### config.mk
export PLATFORM = sky130hd
export DESIGN_NAME = irq_chain_resolver
export DESIGN_NICKNAME = d
export VERILOG_FILES = /design/src/rtl/irq_chain_pkg.sv /design/src/rtl/irq_chain_stage.sv /design/src/rtl/irq_chain_ctl.sv /design/src/rtl/irq_chain_vecsel.sv /design/src/rtl/irq_chain_resolver.sv
export SDC_FILE = /design/constraint.sdc
export NUM_CORES = 1
export LEC_CHECK = 0
export BUFFER_PORTS_ARGS = -buffer_cell sky130_fd_sc_hd__buf_4
export CAP_MARGIN = 20
export CORE_MARGIN = 8
export CORE_UTILIZATION = 25
export CTS_CLUSTER_SIZE = 10
export DETAILED_ROUTE_END_ITERATION = 12
export PLACE_DENSITY_LB_ADDON = 0.15
export SETUP_SLACK_MARGIN = 0.2
export SLEW_MARGIN = 0
export SYNTH_ARGS = -nofsm -noshare
export SYNTH_HDL_FRONTEND = slang
export SYNTH_SLANG_ARGS = --single-unit
### constraint.sdc
create_clock -name clk -period 1.8 [get_ports clk]
set_clock_uncertainty 0.15 [all_clocks]
set_input_delay 0.09 -clock clk [delete_from_list [all_inputs] [get_ports clk]]
set_output_delay 0.09 -clock clk [all_outputs]
set_load 0.01 [all_outputs]
### src/rtl/irq_chain_pkg.sv
package irq_chain_pkg;

    typedef enum logic [1:0] {
        CTL_IDLE  = 2'd0,
        CTL_GRANT = 2'd1,
        CTL_HOLD  = 2'd2
    } ctl_state_t;

    typedef enum logic {
        STG_IDLE = 1'b0,
        STG_PEND = 1'b1
    } stg_state_t;

endpackage

### src/rtl/irq_chain_stage.sv
module irq_chain_stage
    import irq_chain_pkg::*;
(
    input  logic clk,
    input  logic rst_n,
    input  logic set_i,
    input  logic pi_i,
    output logic po_o,
    output logic win_o,
    output logic pend_o
);

    stg_state_t state_q;
    stg_state_t state_d;

    // Priority passes on only when this stage holds nothing; it stops here otherwise.
    assign pend_o = (state_q == STG_PEND);
    assign win_o  = pi_i & pend_o;
    assign po_o   = pi_i & ~pend_o;

    always_comb begin
        state_d = state_q;
        unique case (state_q)
            STG_IDLE: begin
                if (set_i) state_d = STG_PEND;
            end
            STG_PEND: begin
                // A fresh request on the clearing edge keeps the flag.
                if (win_o && !set_i) state_d = STG_IDLE;
            end
            default: state_d = STG_IDLE;
        endcase
    end

    always_ff @(posedge clk or negedge rst_n) begin
        if (!rst_n) state_q <= STG_IDLE;
        else        state_q <= state_d;
    end

endmodule

### src/rtl/irq_chain_ctl.sv
module irq_chain_ctl
    import irq_chain_pkg::*;
#(
    parameter int VEC_W = 8
) (
    input  logic             clk,
    input  logic             rst_n,
    input  logic             ack_i,
    input  logic             hit_i,
    input  logic [VEC_W-1:0] win_vec_i,
    output logic             chain_ack_o,
    output logic [VEC_W-1:0] vec_o,
    output logic             vec_valid_o
);

    ctl_state_t state_q;
    ctl_state_t state_d;

    assign chain_ack_o = (state_q == CTL_GRANT);

    always_comb begin
        state_d = state_q;
        unique case (state_q)
            CTL_IDLE:  if (ack_i)  state_d = CTL_GRANT;
            CTL_GRANT:             state_d = CTL_HOLD;
            CTL_HOLD:  if (!ack_i) state_d = CTL_IDLE;
            default:               state_d = CTL_IDLE;
        endcase
    end

    always_ff @(posedge clk or negedge rst_n) begin
        if (!rst_n) state_q <= CTL_IDLE;
        else        state_q <= state_d;
    end

    always_ff @(posedge clk or negedge rst_n) begin
        if (!rst_n) begin
            vec_o       <= '0;
            vec_valid_o <= 1'b0;
        end else begin
            unique case (state_q)
                CTL_GRANT: begin
                    vec_valid_o <= hit_i;
                    vec_o       <= hit_i ? win_vec_i : '0;
                end
                CTL_HOLD: begin
                    if (!ack_i) begin
                        vec_valid_o <= 1'b0;
                        vec_o       <= '0;
                    end
                end
                default: begin
                    vec_valid_o <= 1'b0;
                    vec_o       <= '0;
                end
            endcase
        end
    end

endmodule

### src/rtl/irq_chain_vecsel.sv
module irq_chain_vecsel #(
    parameter int                     N_SRC     = 4,
    parameter int                     VEC_W     = 8,
    parameter logic [N_SRC*VEC_W-1:0] VEC_TABLE = '0
) (
    input  logic [N_SRC-1:0] win_i,
    output logic [VEC_W-1:0] vec_o,
    output logic             hit_o
);

    logic [VEC_W-1:0] masked [N_SRC];

    genvar g;
    generate
        for (g = 0; g < N_SRC; g++) begin : g_mask
            localparam logic [VEC_W-1:0] STAGE_VEC = VEC_TABLE[g*VEC_W +: VEC_W];
            assign masked[g] = win_i[g] ? STAGE_VEC : '0;
        end
    endgenerate

    always_comb begin
        vec_o = '0;
        for (int k = 0; k < N_SRC; k++) vec_o = vec_o | masked[k];
    end

    assign hit_o = |win_i;

endmodule

### src/rtl/irq_chain_resolver.sv
module irq_chain_resolver #(
    parameter int                     N_SRC     = 4,
    parameter int                     VEC_W     = 8,
    parameter logic [N_SRC*VEC_W-1:0] VEC_TABLE = 32'h4030_2010
) (
    input  logic             clk,
    input  logic             rst_n,
    input  logic [N_SRC-1:0] req_i,
    input  logic             ack_i,
    output logic             irq_n_o,
    output logic [VEC_W-1:0] vec_o,
    output logic             vec_valid_o
);

    logic [N_SRC:0]   pri_link;
    logic [N_SRC-1:0] win_vec;
    logic [N_SRC-1:0] pend_vec;
    logic             chain_ack;
    logic             hit;
    logic [VEC_W-1:0] sel_vec;

    irq_chain_ctl #(.VEC_W(VEC_W)) ctl_i (
        .clk         (clk),
        .rst_n       (rst_n),
        .ack_i       (ack_i),
        .hit_i       (hit),
        .win_vec_i   (sel_vec),
        .chain_ack_o (chain_ack),
        .vec_o       (vec_o),
        .vec_valid_o (vec_valid_o)
    );

    assign pri_link[0] = chain_ack;

    genvar g;
    generate
        for (g = 0; g < N_SRC; g++) begin : g_stage
            irq_chain_stage stage_i (
                .clk    (clk),
                .rst_n  (rst_n),
                .set_i  (req_i[g]),
                .pi_i   (pri_link[g]),
                .po_o   (pri_link[g+1]),
                .win_o  (win_vec[g]),
                .pend_o (pend_vec[g])
            );
        end
    endgenerate

    irq_chain_vecsel #(
        .N_SRC     (N_SRC),
        .VEC_W     (VEC_W),
        .VEC_TABLE (VEC_TABLE)
    ) vecsel_i (
        .win_i (win_vec),
        .vec_o (sel_vec),
        .hit_o (hit)
    );

    assign irq_n_o = ~|pend_vec;

endmodule

==> metrics.txt, run 1 <==
Placer Congestion=0.679; Post-CTS Setup Inserts=0; gr ovfl total=0; Layout area overhead=38.2%; fin nets=68; DR iter-0 viols=7; via count=328; post-synthesis sequential area ratio=0.562; P_int=437 µW; #FFs+latches synth=10; post-DR vias/cell=3.90; RSZ-0062 raised after global routing=false; CP Data Required Time=1800 ps; setup violators final=0; cell count of the worst reg-to-reg path=3; CTS Buf Count=3; MaxCap Viol Count=0; antenna violations before repair=0; total global-route track usage=0.0611; hpwl dp=657 µm; synthesized cell area=445 µm²; Fin. Hold Viols=0; Reg area=250 µm²; cell row count=15; Die Y-Extent=58.2 µm; worst-skew pair later-pin latency=250 ps; first-pass GRT wire length=1520 µm; WS Path Type=flip-flop to flip-flop; Antenna Violating Nets Remaining=0; CTS tree=built; HP Class=primary input to async pin; Clk pin slew, worst setup/hold paths=60 ps; Final Util=0.360; TNS Setup=0 ps; Mapped Avg Cell Area=10.9 µm²; Crit Path Max Fanout=8; router iterations before antenna repair=4; IO Port Bufs=11; commonest non-fill, non-tap cell in the layout=buf_4; CP endpoint kind=flip-flop; Slew Limit Fails=0; DR WL/cell=10.5 µm; Clk Tree Root Cell=clkbuf_4; Yosys cell types=18; Fill cells=183; Clk network pwr share=0.228; most frequent cells in the layout=buf_4, dfrtp_1, conb_1, dlygate4sd3_1; Die ar.=3390 µm²; share of layout cells above drive strength 1=0.322; Syn Inst Count=41; Pleak=0.000288 µW; H-Tree Depth=1; Chip Width=58.2 µm; Initial Util=0.261; Antenna diodes=0; Syn. warnings=0; routed wire length=885 µm; Period minus WS final=1500 ps; footprint of the multi-input gates=171 µm²; CTS Sinks=10; sequential share of power=0.521; Psw=194 µW; critical path launch point type=flip-flop; f_max=665 MHz; Logic pwr share=0.251; DRC=0; CTS Buffer Depth=2; Tcrit/Tclk final=0.836; Worst VDD drop=0.433 mV; largest net degree at the start of global routing=11; status=completed; power density over cell area=1030 nW/µm²; core area=1710 µm²; Top-Level Pins=17; vias in the first global route=340; CP arrival=1500 ps; Net Sw Frac=0.307
-- through the flow --
stage | hold slack (ps) | area [µm²] | worst slack [ps] | power [µW] | instances
2_1_floorplan | -356 | 460 | 368 | 418 | 45
3_3_place_gp | -222 | 537 | 321 | 483 | 76
3_5_place_dp | -221 | 537 | 304 | 484 | 76
4_1_cts | 41.0 | 609 | 243 | 641 | 84
5_1_grt | 65.7 | 616 | 228 | 684 | 84
6_report | 49.1 | 616 | 295 | 631 | 84
-- Yosys cell counts (all sizes together) --
master,instances,share of area
a21oi,1,0.011
and2b,1,0.020
o31ai,2,0.034
nand3,4,0.045
buf,5,0.084
a21o,2,0.037
conb,1,0.0084
o21ai,4,0.045
nor2,1,0.0084
inv,2,0.017
dfrtp,10,0.56
nand2b,3,0.059
or4,1,0.025
nor2b,1,0.014
nand2,2,0.017
nor4,1,0.014
-- per-layer routing --
metal | up-vias | GRT usage | part of all wire
li1 | 167 | - | -
met5 | - | 0 | 0
met4 | 0 | 0.0315 | 0.0090
met3 | 2 | 0.0397 | 0.081
met1 | 148 | 0.0637 | 0.42
met2 | 11 | 0.0924 | 0.48
-- cell type report --
cell class              instances  share of cell area
flip-flops and latches         10               0.407
inverters                       2              0.0122
repair buffers                 16               0.215
multi-input cells              28               0.278
clock buffers                   3              0.0366
well taps                      25              0.0508
-- cells by family after synthesis --
family / synth area share
flip-flops: 0.562
buffers and inverters: 0.101
AND/OR/NAND/NOR: 0.202
AO/OA/AOI/OAI: 0.126
other: 0.00842
-- critical path, stage by stage, from the launching register on --
cell and delay, ps:
dfrtp_1 440, nand2b_4 200, or4_4 420, a21o_1 180
-- registers in the layout, summed over array words and instances, names as in the netlist --
name / count
ctl_i.vec_valid_o: 1
ctl_i.state_q: 2
ctl_i.vec_o: 3
g_stage.stage_i.pend_o: 4
-- power by group through the flow --
| stage | Clock, µW | Combinational (µW) | Sequential (µW) |
|---|---|---|---|
| global placement | 0 | 152 | 331 |
| global route | 167 | 178 | 339 |
| detailed placement | 0 | 152 | 331 |
| floorplan | 0 | 86.5 | 332 |
| CTS | 153 | 161 | 327 |
| finish | 144 | 159 | 329 |
-- worst paths after layout --
check                                                  start                                  end  slack, ps
worst min register to register    ctl_i.vec_o[4]$_DFFE_PN0P_           ctl_i.vec_o[4]$_DFFE_PN0P_        370
max in group asynchronous                              rst_n  g_stage[3].stage_i.pend_o$_DFF_PN0_       1310
worst max register to register  ctl_i.state_q[1]$_DFFE_PN0P_  g_stage[3].stage_i.pend_o$_DFF_PN0_        300
min in group clk                                       ack_i         ctl_i.state_q[1]$_DFFE_PN0P_        130
worst max-delay path            ctl_i.state_q[1]$_DFFE_PN0P_  g_stage[3].stage_i.pend_o$_DFF_PN0_        300
worst min-delay path                                   rst_n         ctl_i.state_q[1]$_DFFE_PN0P_         50
-- what timing repair did --
action	4_1_cts	5_1_grt
hold endpoints to repair	14	0
hold buffers	5	0
gates resized for setup	0	1
endpoints found under the setup margin	0	1
Note: power is estimated with default switching activity, not from simulation.
==> inputs of run 2 (changes only) <==
==> constraint.sdc (replaced) <==
create_clock -name clk -period 1.25 [get_ports clk]
set_clock_uncertainty 0.15 [all_clocks]
set_input_delay 0.0625 -clock clk [delete_from_list [all_inputs] [get_ports clk]]
set_output_delay 0.0625 -clock clk [all_outputs]
set_load 0.01 [all_outputs]
==> run 2 against run 1 <==
The flow now finishes with violations (setup timing). Sequential power rose by 34%. First-iteration DRC count fell by 14%. Non-clock buffer count rose by 10. Cell count rose by 12%. Global-route usage rose by 1.1 points. Die area did not move. Critical path depth did not move. Cell area rose by 22%. Clock power rose by 49%. Core utilization rose by 8.1 points. Setup slack got worse by 480 ps. Combinational power rose to 2.9 times the previous value. Highest routed layer is now met3.
==> metrics.txt, run 2 (synthesis gave the netlist of run 1 again) <==
Antenna Violating Nets Remaining=0 (unchanged); CTS Sinks=10 (unchanged); Crit Path Max Fanout=2 (-6); cell row count=15 (unchanged); Layout area overhead=69.1%; Antenna diodes=0 (unchanged); WS Path Type=flip-flop to output port; CTS Buffer Depth=2 (unchanged); core area=1710 µm² (unchanged); CP Data Required Time=1040 ps (-760 ps); Slew Limit Fails=0 (unchanged); status=finished with violations; Die Y-Extent=58.2 µm (unchanged); Period minus WS final=1440 ps; Initial Util=0.261 (unchanged); DRC=0 (unchanged); vias in the first global route=420 (+24%); CP endpoint kind=output port; DR iter-0 viols=6 (-1); DR WL/cell=11.1 µm (+5.3%); total global-route track usage=0.0720 (+0.0109); f_max=695 MHz; setup violators final=3 (+3); commonest non-fill, non-tap cell in the layout=buf_4; IO Port Bufs=11 (unchanged); Clk pin slew, worst setup/hold paths=60 ps (about the same); worst hold slack=10.5 ps (-38.6 ps); post-DR vias/cell=4.15 (+6.3%); critical path launch point type=flip-flop; Worst Setup Slack, final=-188 ps (-483 ps); Fin. Hold Viols=0 (unchanged); antenna violations before repair=0 (unchanged); gr ovfl total=0 (unchanged); share of layout cells above drive strength 1=0.522 (+0.200); router iterations before antenna repair=4 (unchanged); Worst VDD drop=0.811 mV (+87%); H-Tree Depth=1 (unchanged); Placer Congestion=0.671 (-1.1%); power density over cell area=1470 nW/µm² (+44%); Final Util=0.441 (+0.0806); hpwl dp=742 µm (+13%); failing checks=setup timing; power after layout=1110 µW (+76%); max FFs per register=4 (unchanged); footprint of the multi-input gates=223 µm² (+30%); first-pass GRT wire length=1830 µm (+20%); Clk Tree Root Cell=clkbuf_4; CP arrival=1230 ps (-270 ps); RSZ-0062 raised after global routing=true; CTS Buf Count=3 (unchanged); via count=390 (+19%); worst-skew pair later-pin latency=260 ps (about the same); fin nets=78 (+15%); HP Class=primary input to async pin; Pleak=0.000366 µW (+27%); routed wire length=1040 µm (+18%); Setup Slack @ Placement=-89.7 ps (-394 ps); Top-Level Pins=17 (unchanged); most frequent cells in the layout=buf_4, dfrtp_1, conb_1, dlygate4sd3_1; MaxCap Viol Count=0 (unchanged); Die ar.=3390 µm² (unchanged); Chip Width=58.2 µm (unchanged); CTS tree=built; Tcrit/Tclk final=1.15; Reg area=250 µm² (unchanged); Fill cells=172 (-6.0%); largest net degree at the start of global routing=11 (unchanged)
run 2: changes by cell type in the layout (fill, tap and decap cells not counted), sizes merged:
cell,delta
buf,+10
run 2: power by group:
part           internal [µW]  switching (µW)
clock                    111             103
combinational            243             212
sequential               395            46.4
total                    749             362
run 2: area by class of cell:
class | count | share of cell area
sequential | 10 | 0.332
timing repair buffer | 26 | 0.291
multi-input combinational | 28 | 0.296
tap | 25 | 0.0415
clock buffer | 3 | 0.0299
inverter | 2 | 0.00997
run 2: critical path: stages (launching register included):
cell     delay [ps]
dfrtp_1         390
buf_6           130
nor4_4          280
buf_4           170
run 2: worst paths after layout:
kind                                                     start                                  end  slack (ps)  cells after the start
max                        g_stage[1].stage_i.pend_o$_DFF_PN0_                              irq_n_o        -190                      3
max reg2reg                g_stage[1].stage_i.pend_o$_DFF_PN0_  g_stage[3].stage_i.pend_o$_DFF_PN0_        -180                      3
min in group clk                                         ack_i           ctl_i.vec_o[4]$_DFFE_PN0P_          40                      4
min reg2reg                      ctl_i.vec_valid_o$_DFFE_PN0P_        ctl_i.vec_valid_o$_DFFE_PN0P_         370                      2
min                                                      rst_n           ctl_i.vec_o[4]$_DFFE_PN0P_          10                      2
max in group asynchronous                                rst_n         ctl_i.state_q[1]$_DFFE_PN0P_         800                      2
run 2: per-stage QoR:
step | TNS, ps | area, µm² | instances
finish | -462 | 753 | 94
floorplan | -265 | 469 | 45
global route | -673 | 753 | 94
CTS | -425 | 726 | 92
global placement | -132 | 591 | 82
detailed placement | -131 | 591 | 82
run 2: timing repair:
action | CTS | global route
endpoints found under the hold margin | 14 | 0
resized for setup | 11 | 5
buffers inserted | 2 | 2
cloned | 0 | 0
hold buffers | 5 | 0
pin swaps | 3 | 1
endpoints found under the setup margin | 11 | 11
run 2: metal layers:
layer / wire (µm) / global-route usage
met2: 518 / 0.110
met5: 0 / 0
met3: 98 / 0.0464
met4: 0 / 0.0315
met1: 426 / 0.0766
